**config.mk**
```make
export PLATFORM = sky130hd
export DESIGN_NAME = bitop_unit
export DESIGN_NICKNAME = d
export VERILOG_FILES = /design/src/rtl/bitop_pkg.sv /design/src/rtl/bitop_decode.sv /design/src/rtl/bitop_shift.sv /design/src/rtl/bitop_bitfield.sv /design/src/rtl/bitop_cost.sv /design/src/rtl/bitop_unit.sv
export SDC_FILE = /design/constraint.sdc
export NUM_CORES = 1
export LEC_CHECK = 0
export ABC_CLOCK_PERIOD_IN_PS = 4300
export BUFFER_PORTS_ARGS = -buffer_cell sky130_fd_sc_hd__clkbuf_2
export CORE_MARGIN = 1.5
export CORE_UTILIZATION = 55
export DETAILED_ROUTE_END_ITERATION = 10
export PLACE_DENSITY_LB_ADDON = 0.3
export SLEW_MARGIN = 5
export SYNTH_ARGS = -nofsm -noshare
export SYNTH_HDL_FRONTEND = slang
export SYNTH_HIERARCHICAL = 1
export SYNTH_SLANG_ARGS = --single-unit
```
**constraint.sdc**
```tcl
create_clock -name clk -period 4.3 [get_ports clk]
set_clock_uncertainty 0.2 [all_clocks]
set_input_delay 0.215 -clock clk [delete_from_list [all_inputs] [get_ports clk]]
set_output_delay 0.215 -clock clk [all_outputs]
set_load 0.01 [all_outputs]
```
**src/rtl/bitop_pkg.sv**
```systemverilog
package bitop_pkg;

   typedef enum logic [1:0] {
      GRP_SHIFT = 2'd0,
      GRP_TEST  = 2'd1,
      GRP_CLR   = 2'd2,
      GRP_SET   = 2'd3
   } grp_e;

   typedef enum logic [2:0] {
      SH_ROL_C  = 3'd0,
      SH_ROR_C  = 3'd1,
      SH_ROL_T  = 3'd2,
      SH_ROR_T  = 3'd3,
      SH_SHL    = 3'd4,
      SH_SHR_A  = 3'd5,
      SH_SWAP   = 3'd6,
      SH_SHR_L  = 3'd7
   } shop_e;

   localparam int FLAG_W = 8;
   localparam int F_ZERO = 7;
   localparam int F_SUB  = 6;
   localparam int F_HALF = 5;
   localparam int F_CARRY = 4;

endpackage

```
**src/rtl/bitop_decode.sv**
```systemverilog
module bitop_decode
   import bitop_pkg::*;
#(
   parameter int IDX_W   = 3,
   parameter int SEL_W   = 3,
   parameter int MEM_SEL = 6,
   localparam int OP_W   = 2 + IDX_W + SEL_W
) (
   input  logic [OP_W-1:0]  op_byte,
   output grp_e             grp,
   output logic [IDX_W-1:0] idx,
   output logic [SEL_W-1:0] sel,
   output logic             is_mem,
   output logic             writes
);

   if (MEM_SEL >= (1 << SEL_W)) begin : g_bad_sel
      $error("MEM_SEL must fit in the selector field");
   end

   always_comb begin
      grp    = grp_e'(op_byte[OP_W-1 -: 2]);
      idx    = op_byte[SEL_W +: IDX_W];
      sel    = op_byte[SEL_W-1:0];
      is_mem = (sel == SEL_W'(MEM_SEL));
      writes = (grp != GRP_TEST);
   end

endmodule

```
**src/rtl/bitop_shift.sv**
```systemverilog
module bitop_shift
   import bitop_pkg::*;
#(
   parameter int DATA_W = 8
) (
   input  shop_e              op,
   input  logic [DATA_W-1:0]  val,
   input  logic               cin,
   output logic [DATA_W-1:0]  res,
   output logic               cout
);

   localparam int HALF_W = DATA_W / 2;

   if ((DATA_W % 2) != 0 || DATA_W < 4) begin : g_bad_w
      $error("shift unit needs an even width of at least 4");
   end

   logic msb, lsb;
   assign msb = val[DATA_W-1];
   assign lsb = val[0];

   always_comb begin
      res  = val;
      cout = 1'b0;
      unique case (op)
         SH_ROL_C: begin res = {val[DATA_W-2:0], msb};  cout = msb; end
         SH_ROR_C: begin res = {lsb, val[DATA_W-1:1]};  cout = lsb; end
         SH_ROL_T: begin res = {val[DATA_W-2:0], cin};  cout = msb; end
         SH_ROR_T: begin res = {cin, val[DATA_W-1:1]};  cout = lsb; end
         SH_SHL:   begin res = {val[DATA_W-2:0], 1'b0}; cout = msb; end
         SH_SHR_A: begin res = {msb, val[DATA_W-1:1]};  cout = lsb; end
         SH_SWAP:  begin res = {val[HALF_W-1:0], val[DATA_W-1:HALF_W]}; cout = 1'b0; end
         SH_SHR_L: begin res = {1'b0, val[DATA_W-1:1]}; cout = lsb; end
         default:  begin res = val; cout = 1'b0; end
      endcase
   end

endmodule

```
**src/rtl/bitop_bitfield.sv**
```systemverilog
module bitop_bitfield #(
   parameter int DATA_W = 8,
   localparam int IDX_W = $clog2(DATA_W)
) (
   input  logic [IDX_W-1:0]  idx,
   input  logic [DATA_W-1:0] val,
   output logic [DATA_W-1:0] cleared,
   output logic [DATA_W-1:0] setv,
   output logic              picked
);

   logic [DATA_W-1:0] mask;

   for (genvar i = 0; i < DATA_W; i++) begin : g_mask
      assign mask[i] = (idx == IDX_W'(i));
   end

   assign cleared = val & ~mask;
   assign setv    = val | mask;
   assign picked  = |(val & mask);

endmodule

```
**src/rtl/bitop_cost.sv**
```systemverilog
module bitop_cost
   import bitop_pkg::*;
#(
   parameter int CYC_W        = 5,
   parameter int REG_CYC      = 8,
   parameter int MEM_CYC      = 16,
   parameter int MEM_TEST_CYC = 12
) (
   input  grp_e             grp,
   input  logic             is_mem,
   output logic [CYC_W-1:0] cycles
);

   if (MEM_CYC >= (1 << CYC_W) || REG_CYC >= (1 << CYC_W) ||
       MEM_TEST_CYC >= (1 << CYC_W)) begin : g_bad_cyc
      $error("cycle costs must fit in CYC_W bits");
   end

   always_comb begin
      if (!is_mem)
         cycles = CYC_W'(REG_CYC);
      else if (grp == GRP_TEST)
         cycles = CYC_W'(MEM_TEST_CYC);
      else
         cycles = CYC_W'(MEM_CYC);
   end

endmodule

```
**src/rtl/bitop_unit.sv**
```systemverilog
module bitop_unit
   import bitop_pkg::*;
#(
   parameter int DATA_W       = 8,
   parameter int SEL_W        = 3,
   parameter int MEM_SEL      = 6,
   parameter int CYC_W        = 5,
   parameter int REG_CYC      = 8,
   parameter int MEM_CYC      = 16,
   parameter int MEM_TEST_CYC = 12
) (
   input  logic              clk,
   input  logic              rst_n,
   input  logic              start,
   input  logic [7:0]        opcode,
   input  logic [DATA_W-1:0] operand,
   input  logic [7:0]        flags_in,
   output logic [DATA_W-1:0] result,
   output logic [7:0]        flags_out,
   output logic              wb_en,
   output logic              wb_mem,
   output logic [SEL_W-1:0]  wb_reg,
   output logic [CYC_W-1:0]  cycles,
   output logic              done
);

   localparam int IDX_W = $clog2(DATA_W);
   localparam int OP_W  = 2 + IDX_W + SEL_W;

   if (OP_W != 8) begin : g_bad_op
      $error("group, index and selector fields must fill one byte");
   end
   if (DATA_W != 8) begin : g_bad_data
      $error("the flag layout assumes an 8-bit operand");
   end

   grp_e             grp;
   logic [IDX_W-1:0] idx;
   logic [SEL_W-1:0] sel;
   logic             is_mem, writes;

   bitop_decode #(.IDX_W(IDX_W), .SEL_W(SEL_W), .MEM_SEL(MEM_SEL)) u_dec (
      .op_byte (opcode),
      .grp     (grp),
      .idx     (idx),
      .sel     (sel),
      .is_mem  (is_mem),
      .writes  (writes)
   );

   logic [DATA_W-1:0] sh_res;
   logic              sh_cout;

   bitop_shift #(.DATA_W(DATA_W)) u_shift (
      .op   (shop_e'(idx)),
      .val  (operand),
      .cin  (flags_in[F_CARRY]),
      .res  (sh_res),
      .cout (sh_cout)
   );

   logic [DATA_W-1:0] bf_clr, bf_set;
   logic              bf_bit;

   bitop_bitfield #(.DATA_W(DATA_W)) u_bits (
      .idx     (idx),
      .val     (operand),
      .cleared (bf_clr),
      .setv    (bf_set),
      .picked  (bf_bit)
   );

   logic [CYC_W-1:0] cyc_d;

   bitop_cost #(
      .CYC_W(CYC_W), .REG_CYC(REG_CYC), .MEM_CYC(MEM_CYC),
      .MEM_TEST_CYC(MEM_TEST_CYC)
   ) u_cost (
      .grp    (grp),
      .is_mem (is_mem),
      .cycles (cyc_d)
   );

   logic [DATA_W-1:0] res_d;
   logic [7:0]        flg_d;

   always_comb begin
      res_d = operand;
      flg_d = {flags_in[7:4], 4'b0000};
      unique case (grp)
         GRP_SHIFT: begin
            res_d = sh_res;
            flg_d = 8'h00;
            flg_d[F_ZERO]  = (sh_res == '0);
            flg_d[F_CARRY] = sh_cout;
         end
         GRP_TEST: begin
            res_d = operand;
            flg_d = 8'h00;
            flg_d[F_ZERO]  = ~bf_bit;
            flg_d[F_HALF]  = 1'b1;
            flg_d[F_CARRY] = flags_in[F_CARRY];
         end
         GRP_CLR: res_d = bf_clr;
         GRP_SET: res_d = bf_set;
         default: res_d = operand;
      endcase
   end

   logic wen_q;

   always_ff @(posedge clk) begin
      if (!rst_n) begin
         done      <= 1'b0;
         result    <= '0;
         flags_out <= '0;
         wen_q     <= 1'b0;
         wb_mem    <= 1'b0;
         wb_reg    <= '0;
         cycles    <= '0;
      end else begin
         done <= start;
         if (start) begin
            result    <= res_d;
            flags_out <= flg_d;
            wen_q     <= writes;
            wb_mem    <= is_mem;
            wb_reg    <= sel;
            cycles    <= cyc_d;
         end
      end
   end

   assign wb_en = done & wen_q;

   // done only follows an accepted request
   a_r12_done_follows_start: assert property (@(posedge clk) disable iff (!rst_n)
      done |-> $past(start));

   // the low nibble of the flag output stays clear
   a_r11_low_nibble_zero: assert property (@(posedge clk) disable iff (!rst_n)
      flags_out[3:0] == 4'h0);

   // a bit test never requests write-back
   a_r7_test_no_write: assert property (@(posedge clk) disable iff (!rst_n)
      (done && $past(opcode[7:6] == 2'b01)) |-> !wb_en);

   // clear and set keep the upper flag nibble
   a_r8_flags_kept: assert property (@(posedge clk) disable iff (!rst_n)
      (done && $past(opcode[7])) |-> flags_out[7:4] == $past(flags_in[7:4]));

   // cost is one of the three legal values
   a_r10_cost_legal: assert property (@(posedge clk) disable iff (!rst_n)
      done |-> (cycles == CYC_W'(REG_CYC) || cycles == CYC_W'(MEM_CYC) ||
                cycles == CYC_W'(MEM_TEST_CYC)));

   // outputs hold while no request arrives
   a_r12_hold: assert property (@(posedge clk) disable iff (!rst_n)
      (!$past(start) && !$past(!rst_n)) |-> ($stable(result) && $stable(flags_out)));

endmodule

```
==> metrics.md <==
| Metric | Value |
|---|---|
| Relative slew slack | `approximately 50%` |
| Flip-flop and latch count after synthesis | `23` |
| Area Growth Syn to Fin | `11.3%` |
| Area after DPL | `1800 um^2` |
| Top FF cell, synth | `dfxtp_1` |
| Fmax | `a little under 0.5 GHz` |
| Most common cell after layout, fill and taps aside | `clkbuf_2` |
| Req. time, crit path | `4290 ps` |
| Clk Latency, worst-skew pair | `300 ps` |
| Fin crit period | `2040 ps` |
| Placer Congestion | `0.825` |
| Final hold violations | `0` |
| Antenna Nets Post-Route | `0` |
| Max-Cap Viols | `0` |
| Hold Worst Slack | `34.7 ps` |
| Synth unique cells | `37` |
| Antenna fix cells | `0` |
| R2R Setup Slk | `about 3300 ps` |
| Iter 0 DRT Violations | `50` |
| Buffers added on ports | `45` |
| Register area | `460 um^2` |
| Cells after synthesis | `~180` |
| Hold WC Path Type | `in2reg` |
| Core area | `between 2000 and 3000 um^2` |
| Core Rows | `19` |
| Antenna violations before repair | `0` |
| PwrDens | `249 nW/um^2` |
| Final setup viols | `0` |
| Power Total | `between 400 and 500 uW` |
| Total CTS buffers | `3` |
| Top reg by flops | `result` |
| Cells on worst reg2reg path | `2` |
| Vias/cell | `5.76` |
| # resized after CTS | `0` |
| CTS tree | `done` |
| I/O Pins | `54` |
| Mapped Area | `1700 um^2` |
| Startpoint Class | `primary input` |
| Post-layout util | `~66%` |
| Starting density of the core | `between 50 and 60%` |
| Max FFs per register | `8` |
| GR Util All Layers | `roughly 22%` |
| Most frequent cells in the layout | `45 x clkbuf_2, 27 x mux2i_1, 24 x nor2_1, 23 x dfxtp_1, 13 x nand2_1` |
| Final TNS setup | `0 ps` |
| Clock tree buffer depth | `2` |
| Worst slew pin tran | `approximately 750 ps` |
| Clk root buf | `clkbuf_4` |
| Layout fillers | `~250` |
| Die H | `58.6 um` |
| Vias in the first global route | `1310` |
| Die Area | `3430 um^2` |
| Nets | `244` |
| Die extent in x | `roughly 59 um` |
| Via Count | `1422` |
| Reg clk slew, reported paths | `120 ps` |
| Arr. time, crit path | `2030 ps` |
| TritonCTS Sinks | `23` |
| DRC | `0` |
| Peak supply drop | `241 uV` |
| Total grt overflow | `0` |
| Period Utilization, post-route | `between 40% and 50%` |
| Max Transition Viols Final | `0` |
| Status | `finished, final reports clean` |
| Worst setup EP type | `register` |
| Fraction of layout cells with a size suffix above 1 | `approximately 27%` |
| Largest net degree at the start of global routing | `33` |
| RSZ-0062 raised after global routing | `no` |
| 1st-pass router iterations | `5` |
| Ys Warns | `6` |
| Fraction of registers with async set/reset | `0%` |
| Drt wl/cell | `14.3 um` |
| Register area share after synthesis | `a little over a quarter` |
| First-pass GRT wire length | `about 5.8 mm` |
| Mean Syn Cell Area | `9.23 um^2` |
| Lkg Pwr | `0.921 nW` |
| Critical path type | `in2reg` |
| Final WL | `3.54 mm` |
| Regs by FF count | `result: 8 flops, cycles: 5 flops, flags_out: 4 flops` |
| Crit Path Max Fanout | `3` |
| Finished Cell Area | `1890 um^2` |
| DP Wirelength | `~2.5 mm` |
| CTS H-tree depth | `1` |
| WHS Path Cells | `3` |
| Multi-input gate area | `between 1000 and 1500 um^2` |
| Post-synth EDFFs | `0` |
## cells in the mapped netlist, types with 2 or more instances
cell type	number	area share, %
mux4_2	4	5.3
a21o_1	2	0.88
conb_1	2	0.44
nand3_1	4	1.2
nand2_1	13	2.9
and2_1	3	1.1
a21oi_1	2	0.59
o21ai_0	9	2.7
nor3_1	2	0.59
o21a_1	5	2.2
nand2b_1	5	1.8
o21bai_1	4	1.8
mux4_1	6	9.3
mux2i_1	27	16
buf_6	2	1.3
mux2_2	2	1.3
a21boi_0	2	0.88
inv_1	2	0.44
buf_2	4	1.2
clkbuf_1	7	1.5
nor2_1	24	5.3
buf_4	14	6.2
dfxtp_1	23	27
nor2b_1	3	1.1
## where the power goes
group / switching (mW) / leakage (nW) / total [mW] / internal [mW]
clock: 0.0604 / 0.0150 / 0.0966 / 0.0362
sequential: 0.00687 / 0.190 / 0.234 / 0.227
combinational: 0.0727 / 0.716 / 0.141 / 0.0680
## cell type report
type	instances	share of cell area, %
Multi-Input combinational cell	136	56.7
Sequential cell	23	24.4
Timing Repair Buffer	51	15.1
Tap cell	31	2.05
Clock buffer	4	1.39
Inverter	2	0.397
## per-layer routing
layer	part of all wire, %	vias to the layer above	GRT usage (%)
li1	-	697	-
met1	42	670	27.2
met2	53	48	40.1
met3	4.0	7	4.18
met4	1.1	0	5.65
met5	0	-	0
## path summary, 6_finish.rpt
kind	to	startpoint
hold reg to reg	flags_out[6]	flags_out[6]
setup reg to reg	flags_out[5]	flags_out[5]
hold / removal	flags_out[7]	flags_in[7]
setup / recovery	result[0]	flags_in[4]
## cell families after synthesis
logic type / synth area share (%)
compound gates: 10.9
buf+inv: 10.7
flops: 27.1
mux: 32.7
other cells: 0.442
simple gates: 18.1
## what timing repair did
action,in CTS,in global routing
setup buffers,0,0
setup endpoints to repair,0,0
hold endpoints to repair,6,1
hold buffers,5,1
## metrics by stage
stage               worst slack [ps]  instances
finish                          2260        247
global route                    2130        247
CTS                             2390        246
detailed placement              2050        237
global placement                2130        237
floorplan                       2380        188
## critical path, cell delays in order
cell           delay [ps]
dlygate4sd3_1         530
clkbuf_2              130
mux2i_1               120
o21ai_0                80
mux2_2                290
mux4_1                480
mux2i_1               140
nor2_1                 50
Power figures use the tool's default switching activity.
